==> config.mk <==
export PLATFORM = sky130hd
export DESIGN_NAME = xcpt_ctrl
export DESIGN_NICKNAME = d
export VERILOG_FILES = /design/src/rtl/xcpt_pkg.sv /design/src/rtl/xcpt_arbiter.sv /design/src/rtl/xcpt_bank.sv /design/src/rtl/xcpt_entry.sv /design/src/rtl/xcpt_ctrl.sv
export SDC_FILE = /design/constraint.sdc
export NUM_CORES = 1
export LEC_CHECK = 0
export ABC_AREA = 0
export ABC_CLOCK_PERIOD_IN_PS = 3000
export CAP_MARGIN = 40
export CORE_MARGIN = 10
export CORE_UTILIZATION = 25
export CTS_CLUSTER_DIAMETER = 40
export DETAILED_ROUTE_END_ITERATION = 8
export HOLD_SLACK_MARGIN = 0.02
export PLACE_DENSITY_LB_ADDON = 0.2
export SYNTH_ARGS = -nofsm -noshare
export SYNTH_HDL_FRONTEND = slang
export SYNTH_SLANG_ARGS = --single-unit
==> constraint.sdc <==
create_clock -name clk -period 3 [get_ports clk]
set_input_delay 0.6 -clock clk [delete_from_list [all_inputs] [get_ports clk]]
set_output_delay 0.6 -clock clk [all_outputs]
set_load 0.005 [all_outputs]
==> src/rtl/xcpt_pkg.sv <==
`timescale 1ns/1ps
package xcpt_pkg;
   localparam int NSRC    = 6;
   localparam int NBANK   = 5;
   localparam int BANK_IW = $clog2(NBANK);
   localparam int MODE_W  = 5;

   // status word bit positions decoded by neighbours
   localparam int SR_T = 5;
   localparam int SR_F = 6;
   localparam int SR_I = 7;

   typedef enum logic [MODE_W-1:0] {
      M_USR = 5'b10000,
      M_FIQ = 5'b10001,
      M_IRQ = 5'b10010,
      M_SVC = 5'b10011,
      M_ABT = 5'b10111,
      M_UND = 5'b11011
   } mode_e;

   // source index doubles as priority rank (0 = most urgent)
   localparam int S_DABT = 0;
   localparam int S_FIQ  = 1;
   localparam int S_IRQ  = 2;
   localparam int S_PABT = 3;
   localparam int S_UND  = 4;
   localparam int S_SWI  = 5;

   typedef struct packed {
      logic [MODE_W-1:0]  mode;
      logic [BANK_IW-1:0] bank;
      logic [4:0]         voff;
      logic               set_f;
   } src_info_t;

   typedef struct packed {
      logic               hit;
      logic [BANK_IW-1:0] idx;
   } bank_sel_t;

   function automatic src_info_t info_of(input int idx);
      src_info_t r;
      case (idx)
         S_DABT:  r = '{M_ABT, BANK_IW'(3), 5'h10, 1'b0};
         S_FIQ:   r = '{M_FIQ, BANK_IW'(0), 5'h1C, 1'b1};
         S_IRQ:   r = '{M_IRQ, BANK_IW'(1), 5'h18, 1'b0};
         S_PABT:  r = '{M_ABT, BANK_IW'(3), 5'h0C, 1'b0};
         S_UND:   r = '{M_UND, BANK_IW'(4), 5'h04, 1'b0};
         S_SWI:   r = '{M_SVC, BANK_IW'(2), 5'h08, 1'b0};
         default: r = '0;
      endcase
      return r;
   endfunction

   function automatic bank_sel_t bank_of(input logic [MODE_W-1:0] m);
      bank_sel_t r;
      case (m)
         M_FIQ:   r = '{1'b1, BANK_IW'(0)};
         M_IRQ:   r = '{1'b1, BANK_IW'(1)};
         M_SVC:   r = '{1'b1, BANK_IW'(2)};
         M_ABT:   r = '{1'b1, BANK_IW'(3)};
         M_UND:   r = '{1'b1, BANK_IW'(4)};
         default: r = '{1'b0, BANK_IW'(0)};
      endcase
      return r;
   endfunction
endpackage

==> src/rtl/xcpt_arbiter.sv <==
`timescale 1ns/1ps
module xcpt_arbiter #(
   parameter int N = 6
) (
   input  logic [N-1:0] req,
   output logic [N-1:0] gnt,
   output logic         any
);
   if (N < 1) begin : g_n_chk
      $error("xcpt_arbiter: N must be at least 1");
   end

   // seen[i] is set when any higher-ranked source requests
   logic [N:0] seen;
   assign seen[0] = 1'b0;

   for (genvar i = 0; i < N; i++) begin : g_rank
      assign gnt[i]    = req[i] & ~seen[i];
      assign seen[i+1] = seen[i] | req[i];
   end

   assign any = seen[N];
endmodule

==> src/rtl/xcpt_bank.sv <==
`timescale 1ns/1ps
module xcpt_bank #(
   parameter int             W       = 32,
   parameter int             DEPTH   = 5,
   parameter int             IDX_W   = $clog2(DEPTH),
   parameter logic [W-1:0]   RST_VAL = '0
) (
   input  logic             clk,
   input  logic             rst_n,
   input  logic             we,
   input  logic [IDX_W-1:0] widx,
   input  logic [W-1:0]     wdata,
   input  logic [IDX_W-1:0] ridx,
   output logic [W-1:0]     rdata
);
   if (DEPTH < 2 || (1 << IDX_W) < DEPTH) begin : g_depth_chk
      $error("xcpt_bank: DEPTH/IDX_W inconsistent");
   end

   logic [W-1:0] slot [DEPTH];

   for (genvar g = 0; g < DEPTH; g++) begin : g_slot
      always_ff @(posedge clk or negedge rst_n) begin
         if (!rst_n)
            slot[g] <= RST_VAL;
         else if (we && widx == IDX_W'(g))
            slot[g] <= wdata;
      end
   end

   always_comb begin
      rdata = '0;
      for (int i = 0; i < DEPTH; i++)
         if (ridx == IDX_W'(i))
            rdata = slot[i];
   end
endmodule

==> src/rtl/xcpt_entry.sv <==
`timescale 1ns/1ps
module xcpt_entry
   import xcpt_pkg::*;
#(
   parameter int                SR_W     = 32,
   parameter int                ADDR_W   = 32,
   parameter logic [ADDR_W-1:0] VEC_BASE = '0
) (
   input  logic [NSRC-1:0]    gnt,
   input  logic [SR_W-1:0]    base_sr,
   output logic [SR_W-1:0]    new_sr,
   output logic [ADDR_W-1:0]  vector,
   output logic [BANK_IW-1:0] bank
);
   src_info_t masked [NSRC];
   src_info_t sel;

   for (genvar g = 0; g < NSRC; g++) begin : g_src
      assign masked[g] = gnt[g] ? info_of(g) : '0;
   end

   always_comb begin
      sel = '0;
      for (int i = 0; i < NSRC; i++)
         sel = sel | masked[i];
   end

   always_comb begin
      new_sr             = base_sr;
      new_sr[MODE_W-1:0] = sel.mode;
      new_sr[SR_T]       = 1'b0;
      new_sr[SR_I]       = 1'b1;
      new_sr[SR_F]       = base_sr[SR_F] | sel.set_f;
   end

   assign vector = VEC_BASE + ADDR_W'(sel.voff);
   assign bank   = sel.bank;
endmodule

==> src/rtl/xcpt_ctrl.sv <==
`timescale 1ns/1ps
module xcpt_ctrl
   import xcpt_pkg::*;
#(
   parameter int                SR_W     = 32,
   parameter int                ADDR_W   = 32,
   parameter logic [ADDR_W-1:0] VEC_BASE = '0
) (
   input  logic              clk,
   input  logic              rst_n,
   input  logic              insn_done,
   input  logic              ret_req,
   input  logic              dabt_req,
   input  logic              fiq_req,
   input  logic              irq_req,
   input  logic              pabt_req,
   input  logic              und_req,
   input  logic              swi_req,
   input  logic [ADDR_W-1:0] link_in,
   output logic              pc_load,
   output logic [ADDR_W-1:0] pc_target,
   output logic [NSRC-1:0]   xcpt_taken,
   output logic [SR_W-1:0]   cpsr
);
   if (SR_W < 8) begin : g_sr_chk
      $error("xcpt_ctrl: SR_W must hold mode, state and mask bits");
   end
   if (ADDR_W < 5) begin : g_addr_chk
      $error("xcpt_ctrl: ADDR_W too narrow for the vector table");
   end

   localparam logic [SR_W-1:0] SR_RESET    = {{(SR_W-8){1'b0}}, 1'b1, 1'b1, 1'b0, M_SVC};
   localparam logic [SR_W-1:0] SAVED_RESET = {{(SR_W-MODE_W){1'b0}}, M_USR};

   logic               rst_pend;
   logic [SR_W-1:0]    sr_q, sr_d;
   bank_sel_t          cur;
   logic [SR_W-1:0]    saved_cur;
   logic [ADDR_W-1:0]  link_cur;
   logic               boundary, ret_ok;
   logic [SR_W-1:0]    eff_sr;
   logic [NSRC-1:0]    raw_req, gnt;
   logic               any_x;
   logic [SR_W-1:0]    entry_sr;
   logic [ADDR_W-1:0]  entry_vec;
   logic [BANK_IW-1:0] tgt_bank;
   logic [ADDR_W-1:0]  link_wr;

   // reset entry: redirect during reset and the first cycle after it
   always_ff @(posedge clk or negedge rst_n) begin
      if (!rst_n) rst_pend <= 1'b1;
      else        rst_pend <= 1'b0;
   end

   assign cur      = bank_of(sr_q[MODE_W-1:0]);
   assign boundary = insn_done & ~rst_pend;
   assign ret_ok   = boundary & ret_req & cur.hit;
   // the return retires first, so entry sees the restored word
   assign eff_sr   = ret_ok ? saved_cur : sr_q;

   assign raw_req[S_DABT] = dabt_req;
   assign raw_req[S_FIQ]  = fiq_req & ~eff_sr[SR_F];
   assign raw_req[S_IRQ]  = irq_req & ~eff_sr[SR_I];
   assign raw_req[S_PABT] = pabt_req;
   assign raw_req[S_UND]  = und_req;
   assign raw_req[S_SWI]  = swi_req;

   xcpt_arbiter #(.N(NSRC)) u_arb (
      .req (raw_req & {NSRC{boundary}}),
      .gnt (gnt),
      .any (any_x)
   );

   xcpt_entry #(.SR_W(SR_W), .ADDR_W(ADDR_W), .VEC_BASE(VEC_BASE)) u_entry (
      .gnt     (gnt),
      .base_sr (eff_sr),
      .new_sr  (entry_sr),
      .vector  (entry_vec),
      .bank    (tgt_bank)
   );

   assign link_wr = ret_ok ? link_cur : link_in;

   xcpt_bank #(.W(SR_W), .DEPTH(NBANK), .IDX_W(BANK_IW), .RST_VAL(SAVED_RESET)) u_saved (
      .clk   (clk),
      .rst_n (rst_n),
      .we    (any_x),
      .widx  (tgt_bank),
      .wdata (eff_sr),
      .ridx  (cur.idx),
      .rdata (saved_cur)
   );

   xcpt_bank #(.W(ADDR_W), .DEPTH(NBANK), .IDX_W(BANK_IW), .RST_VAL('0)) u_link (
      .clk   (clk),
      .rst_n (rst_n),
      .we    (any_x),
      .widx  (tgt_bank),
      .wdata (link_wr),
      .ridx  (cur.idx),
      .rdata (link_cur)
   );

   always_comb begin
      if (any_x)       sr_d = entry_sr;
      else if (ret_ok) sr_d = saved_cur;
      else             sr_d = sr_q;
   end

   always_ff @(posedge clk or negedge rst_n) begin
      if (!rst_n) sr_q <= SR_RESET;
      else        sr_q <= sr_d;
   end

   assign pc_load    = rst_pend | any_x | ret_ok;
   assign pc_target  = rst_pend ? VEC_BASE : (any_x ? entry_vec : link_cur);
   assign xcpt_taken = gnt;
   assign cpsr       = sr_q;
endmodule

; Yosys cells after proc, flatten, opt, wreduce, memory -nomap -nowiden
; Cells that the tools add are included.
[op_classes]
add_sub_neg = 0
div = 0
bitwise = 32
mux = 22
n_mul = 0
reduce_logical = 7
shift = 0
eq_ne = 13
order_cmp = 0
[ops]
columns = op, count
row1 = $mux 32, 14
row2 = $mux 14, 6
row3 = $or 14x14->14, 5
row4 = $eq 5x5->1 const B, 5
row5 = $pmux 4 s5, 1
row6 = $eq 3x2->1 const B, 4
row7 = $and 1x1->1, 10
row8 = $mux 8, 1
row9 = $not 1->1, 8
row10 = $or 1x1->1, 8
row11 = $and 6x6->6, 1
row12 = $eq 3x1->1 const B, 2
row13 = $eq 3x3->1 const B, 2
row14 = $logic_not 3->1, 2
row15 = $logic_and 1x1->1, 5
[totals]
reg_bits = 353
latchBits = 0
word_cells = 86
inputBits = 42
mem_bits_ro = 0
out_inout_bits = 71
memories = 0
mem_bits_rw = 0

; Logic depth before layout (Yosys ltp)
; Gate-level depths: netlist (run 1).
[depth]
ltp_word = 22
depth_mapped = 10
mapped_depth_nobuf = 6

; Cells and area by module
; From an unflattened synthesis (run 1), not the netlist that was laid out.
[unflattened]
hier_cells = 1465
area_unflattened_um2 = 18137.4
[modules_own_cells]
columns = module, area_each_um2, cells_per_inst, seq_area_each_um2, instances
row1 = xcpt_bank at u_link, 7262.0, 525, 4003.8, 1
row2 = xcpt_bank at u_saved, 7243.2, 529, 4010.1, 1
row3 = xcpt_ctrl, 3055.4, 331, 833.3, 1
row4 = xcpt_entry, 514.2, 71, 0.0, 1
row5 = xcpt_arbiter, 62.6, 9, 0.0, 1

; Worst setup path after synthesis (run 1)
; No wires, ideal clock.
[synth_timing]
kind = register -> output
startpoint = register sr_q[4], in the netlist cpsr[4]
endpoint = output pc_target[3]
setup_slack_ns = 0.034
path_stages_with_launch = 11
required_ns = 2.400
n_path_buf = 4
arrival_ns = 2.366
cell_sequence = dfstp_2 buf_2 and4b_1 buf_2 o21ai_1 a221o_1 nand3_1 nand3b_1 buf_2 buf_2 a221oi_1
[synth_via]
elab_chain_cells = 22
elab_cells_between_ends = 51
cone_classes = eq/ne: 9 / mux: 18 / bitwise: 23 / reduce/logical: 1
[synth_lines]
columns = item, line
row1 = "start, declared", xcpt_ctrl.sv:36  ; logic [SR_W-1:0] sr_q, sr_d;
row2 = "start signal, assigned", xcpt_ctrl.sv:112  ; else sr_q <= sr_d;
row3 = $eq 5x5->1, xcpt_pkg.sv:58  ; case (m)
row4 = $pmux 4 s5 (*), xcpt_pkg.sv:58
row5 = $logic_not 3->1, xcpt_bank.sv:34  ; if (ridx == IDX_W'(i))
row6 = $mux 32 (5 in series), xcpt_bank.sv:34
row7 = $mux 32, n/a
row8 = $not 1->1, xcpt_ctrl.sv:62  ; assign raw_req[S_FIQ] = fiq_req & ~eff_sr[SR_F];
row9 = $and 1x1->1, xcpt_ctrl.sv:62
row10 = $and 6x6->6, xcpt_ctrl.sv:69  ; .req (raw_req & {NSRC{boundary}}),
row11 = $or 1x1->1, xcpt_arbiter.sv:19  ; assign seen[i+1] = seen[i] | req[i];
row12 = $not 1->1 / $or 1x1->1 (equally long branches), "xcpt_arbiter.sv:18, xcpt_arbiter.sv:19"
row13 = $and 1x1->1 (tied with other cells), xcpt_arbiter.sv:18  ; assign gnt[i] = req[i] & ~seen[i];
row14 = $mux 14 (tied with other cells), xcpt_entry.sv:19  ; assign masked[g] = gnt[g] ? info_of(g) : '0;
row15 = $or 14x14->14 (tied with other cells), xcpt_entry.sv:25  ; sel = sel | masked[i];
row16 = $or 14x14->14 / $and 1x1->1 (equally long branches), "xcpt_entry.sv:25, xcpt_arbiter.sv:18"
row17 = $or 14x14->14 / $mux 14 (equally long branches), "xcpt_entry.sv:25, xcpt_entry.sv:19"
row18 = $or 14x14->14, xcpt_entry.sv:25
row19 = $mux 32 (*) (2 in series), xcpt_ctrl.sv:116  ; assign pc_target = rst_pend ? VEC_BASE : (any_x ? entry_vec : link_cur);
row20 = "end, declared", xcpt_ctrl.sv:21  ; output logic [ADDR_W-1:0] pc_target,
; Every way passes the cells marked *; elsewhere a longest branch is shown, timed or not.

; Final worst setup path (run 1)
[layout_timing]
startpoint = register sr_q[0], in the netlist cpsr[0]
endpoint = output pc_target[2]
[layout_via]
elab_chain_cells = 22
elab_cells_between_ends = 48
cone_classes = eq/ne: 9 / mux: 17 / bitwise: 21 / reduce/logical: 1
[layout_lines]
columns = item, line
row1 = $eq 5x5->1, xcpt_pkg.sv:58
row2 = $pmux 4 s5 (*), xcpt_pkg.sv:58
row3 = $logic_not 3->1, xcpt_bank.sv:34
row4 = $mux 32 (5 in series), xcpt_bank.sv:34
row5 = $mux 32, n/a
row6 = $not 1->1, xcpt_ctrl.sv:62
row7 = $and 1x1->1, xcpt_ctrl.sv:62
row8 = $and 6x6->6, xcpt_ctrl.sv:69
row9 = $or 1x1->1 (2 in series), xcpt_arbiter.sv:19
row10 = $not 1->1 / $or 1x1->1 (equally long branches), "xcpt_arbiter.sv:18, xcpt_arbiter.sv:19"
row11 = $and 1x1->1 / $not 1->1 (equally long branches), xcpt_arbiter.sv:18
row12 = $mux 14 / $and 1x1->1 (equally long branches), "xcpt_entry.sv:19, xcpt_arbiter.sv:18"
row13 = $or 14x14->14 / $mux 14 (equally long branches), "xcpt_entry.sv:25, xcpt_entry.sv:19"
row14 = $or 14x14->14 (2 in series), xcpt_entry.sv:25
row15 = $mux 32 (*) (2 in series), xcpt_ctrl.sv:116
; Marked as above.

==> results.md, run 1 <==
* finished, violations left — result of the run
* setup timing — violations in the final reports
* 113 — I/O pin count
* flip-flop to primary output — Crit Path Category
* 93 — FP Rows
* sky130_fd_sc_hd__clkbuf_16 — Clock Root Buffer
* 2.37 mm — Detail Route met3 WL
* sky130_fd_sc_hd__dfrtp_1 — Post-synth top flop
* built — TritonCTS clock tree
* sky130_fd_sc_hd__dfrtp_1 — cell taking the most area after synthesis
* 0.141 — All-Layer GR Usage
* 353 — count of state elements after synthesis
* 0 — ANT nets after route
* 4 — maximum fanout count along the critical path
* 30.4 mm — half-perimeter wire length of the detailed placement result
* sky130_fd_sc_hd__dfrtp_1 — commonest non-fill, non-tap cell in the layout
* 0 — Hold Violations, Final
* 21.7 um — Wirelength per Cell
* 1120 nW/um^2 — Power per Cell Area
* 5 — first-pass iteration count of the detailed router
* 112 — quantity of I/O buffers inserted on ports
* 0 — count of inserted antenna diode cells
* 715 — iteration-0 DRC count of the detailed router
* 0 — GR Overflow Total
* 0.251 — starting density of the core
* 0.60 ns — latest clock arrival within the worst-skew pair
* 0.768 — global placement routability congestion
* 25.2 mm — length of routed met2 wiring
* 274 um — die width
* 0.05 ns — clock-pin transition on the worst setup and hold timing paths
* 0 — number of DRC violations after detailed routing
* 0.481 ns — worst hold slack
* 0.269 GHz — maximum operating frequency
* 53.9 mm — routed wire length
* 1,273 — net count of the mapped netlist
* 4.68 — per-cell via count in the routed design
* 274 um — die height
* 25.6 mm — detailed-route wire length on metal 1
* -1.04 ns — pre-CTS worst setup slack
* 11.6k — via count of the routed design
* 3.12 ns — data arrival time of the critical path
* 16,100 sq um — post-synthesis instance area
* 3.72 ns — shortest period the worst path allows
* 0.475 — share of cells above drive strength 1
* 12.7k — number of global-route vias before repair
* flip-flop — kind of start point of the critical path
* yes — setup repair after global routing missed its margin
* 13.1 sq um — average size of a mapped cell
* -73.39 ns — setup TNS
* met4 — highest metal layer used by the detailed router
* 2.40 ns — required time at the worst-slack endpoint
* 3 — Clock H-tree levels
* 0.549 — part of the Yosys area used for sequential elements
* 2,488 — post-layout instance count excluding filler cells
* 27.1 mW — final total power
* -0.64 ns — flop2flop setup slack
* flip-flop to flip-flop — Hold Crit Class
* 353 — total number of clock tree sinks
* 340 x sky130_fd_sc_hd__dfrtp_1, 164 x sky130_fd_sc_hd__mux2_2, 153 x sky130_fd_sc_hd__buf_4 — leading cell types in the layout, fill and taps excluded
* 0 — number of antenna violations at the first check in global routing
* 2,279 — number of placed instances with taps included
* 80.8 mm — first-pass GRT wire length
* 3 — Max Root-Sink Buffers
* 1.24 — post-route fraction of the period consumed by the critical path
* primary output — crit path capture type
* 0.579 — max-slew headroom at the worst pin
* 70 — clock buffers created by TritonCTS
* 64,100 sq um — Core Box Area
* 0.553 mV — largest voltage drop on the vdd net
* -0.716 ns — min setup slack post-route
* 0 — number of enable-type register cells in the synthesized netlist
* 1,617 — final net count
* 61 — Yosys cell types
* 267 — final setup vio count
* 70 — pin count of the biggest net entering global routing
* 10.5 nW — static leakage
* 1.00 — post-synthesis async set-or-reset flop share
* 1,231 — Cells after Synth
* sky130_fd_sc_hd__dfrtp_1 53%, sky130_fd_sc_hd__mux2_2 12%, sky130_fd_sc_hd__mux2_1 12% — largest cells by area after synthesis
* 75,000 sq um — area enclosed by the die boundary
* 49.7% — Area Growth Syn to Fin
* 0 — max-slew violation total from the final report
* 0.531 — share of the synthesized area in the top cell type
* 0.626 ns — Worst-Margin Slew
* 0 — yosys synthesis warning count
* 0.0302 ns — final clock skew
* 0 — number of violations of the max-capacitance limit
metrics by stage:
| step | utilization | instance area [sq um] |
|---|---|---|
| 3_3_place_gp | 0.302 | 19400 |
| 5_1_grt | 0.376 | 24100 |
| 3_5_place_dp | 0.302 | 19400 |
| 6_report | 0.376 | 24100 |
| 2_1_floorplan | - | 16100 |
| 4_1_cts | 0.368 | 23600 |
critical path: stages, from the launching register on:
cell,delay [ns]
sky130_fd_sc_hd__dfstp_2,0.58
sky130_fd_sc_hd__or3b_4,0.44
sky130_fd_sc_hd__buf_4,0.16
sky130_fd_sc_hd__a21oi_4,0.16
sky130_fd_sc_hd__buf_6,0.13
sky130_fd_sc_hd__a311oi_4,0.08
sky130_fd_sc_hd__buf_4,0.15
sky130_fd_sc_hd__a211o_1,0.26
sky130_fd_sc_hd__a221oi_2,0.27
sky130_fd_sc_hd__buf_4,0.16
sky130_fd_sc_hd__buf_4,0.11
registers in the layout (all words and copies together), names as in the netlist:
signal	count
cpsr	32
u_link.slot	160
rst_pend	1
u_saved.slot	160
cell usage after synthesis (3+ instances only):
| cell type | count |
|---|---|
| sky130_fd_sc_hd__a221o_1 | 3 |
| sky130_fd_sc_hd__mux2_2 | 177 |
| sky130_fd_sc_hd__buf_4 | 7 |
| sky130_fd_sc_hd__a21oi_1 | 74 |
| sky130_fd_sc_hd__a21o_1 | 3 |
| sky130_fd_sc_hd__a222oi_1 | 13 |
| sky130_fd_sc_hd__buf_2 | 27 |
| sky130_fd_sc_hd__buf_6 | 14 |
| sky130_fd_sc_hd__nand3b_1 | 4 |
| sky130_fd_sc_hd__dfstp_2 | 11 |
| sky130_fd_sc_hd__nor2b_1 | 3 |
| sky130_fd_sc_hd__nand3_1 | 5 |
| sky130_fd_sc_hd__mux2_1 | 168 |
| sky130_fd_sc_hd__o2bb2ai_1 | 31 |
| sky130_fd_sc_hd__inv_1 | 6 |
| sky130_fd_sc_hd__nor3_1 | 30 |
| sky130_fd_sc_hd__nand2b_1 | 6 |
| sky130_fd_sc_hd__dfrtp_1 | 342 |
| sky130_fd_sc_hd__o21ai_0 | 48 |
| sky130_fd_sc_hd__o22ai_1 | 3 |
| sky130_fd_sc_hd__nand2_1 | 43 |
| sky130_fd_sc_hd__nor2_1 | 38 |
| sky130_fd_sc_hd__buf_1 | 11 |
| sky130_fd_sc_hd__clkbuf_1 | 36 |
| sky130_fd_sc_hd__a221oi_1 | 34 |
| sky130_fd_sc_hd__o31ai_1 | 3 |
| sky130_fd_sc_hd__mux2i_1 | 50 |
power breakdown:
| group | switching [mW] | internal [mW] | leakage, nW |
|---|---|---|---|
| Combinational | 4.83 | 5.57 | 5.08 |
| Clock | 2.75 | 5.63 | 1.22 |
| Sequential | 1.26 | 7.06 | 4.22 |
path summary, 6_finish.rpt:
kind / cells past startpoint / from / to
setup / recovery: 10 / cpsr[0] / pc_target[2]
hold / removal: 1 / u_link.slot[1] / u_link.slot[1]
setup reg to reg: 19 / cpsr[0] / u_saved.slot[117]
hold reg to reg: 1 / u_link.slot[1] / u_link.slot[1]
max in group asynchronous: 3 / rst_n / cpsr[6]
min in group asynchronous: 2 / rst_n / u_saved.slot[87]
logic make-up (layout without fill, tap and decap cells):
family / Yosys count / after routing / synth area share
multiplexers: 395 / 395 / 0.272
buffers and inverters: 101 / 503 / 0.0338
AND/OR/NAND/NOR: 144 / 144 / 0.0428
other: 1 / 1 / 0.000233
flip-flops: 353 / 353 / 0.549
AO/OA/AOI/OAI: 237 / 237 / 0.102
repair_timing:
item / 4_1_cts / 5_1_grt
gates cloned: 23 / 5
hold buffers: 1 / 0
pin swaps: 35 / 11
gates resized for setup: 348 / 126
endpoints found under the hold margin: 51 / 0
setup buffers: 44 / 19
endpoints found under the setup margin: 281 / 359
per-layer routing:
layer | global-route usage | vias up
li1 | - | 5308
met1 | 0.191 | 6057
met2 | 0.226 | 222
met3 | 0.0309 | 49
met4 | 0.0327 | 0
met5 | 0 | -
final cells by class:
type                       count  area, sq um
clock buffer                  90         1970
multi-input combinational    777         7600
sequential                   353         8850
inverter                       6         22.5
clock inverter                40          586
fill                        6156        40000
tap                          855         1070
timing repair buffer         367         4020
No activity file was read; power rests on OpenSTA's default activity.
==> run 2, diff against run 1 <==
CAP_MARGIN = 20   (was 40)
==> results of run 2 <==
The final DEF is identical to that of run 1; final timing and power are the same.
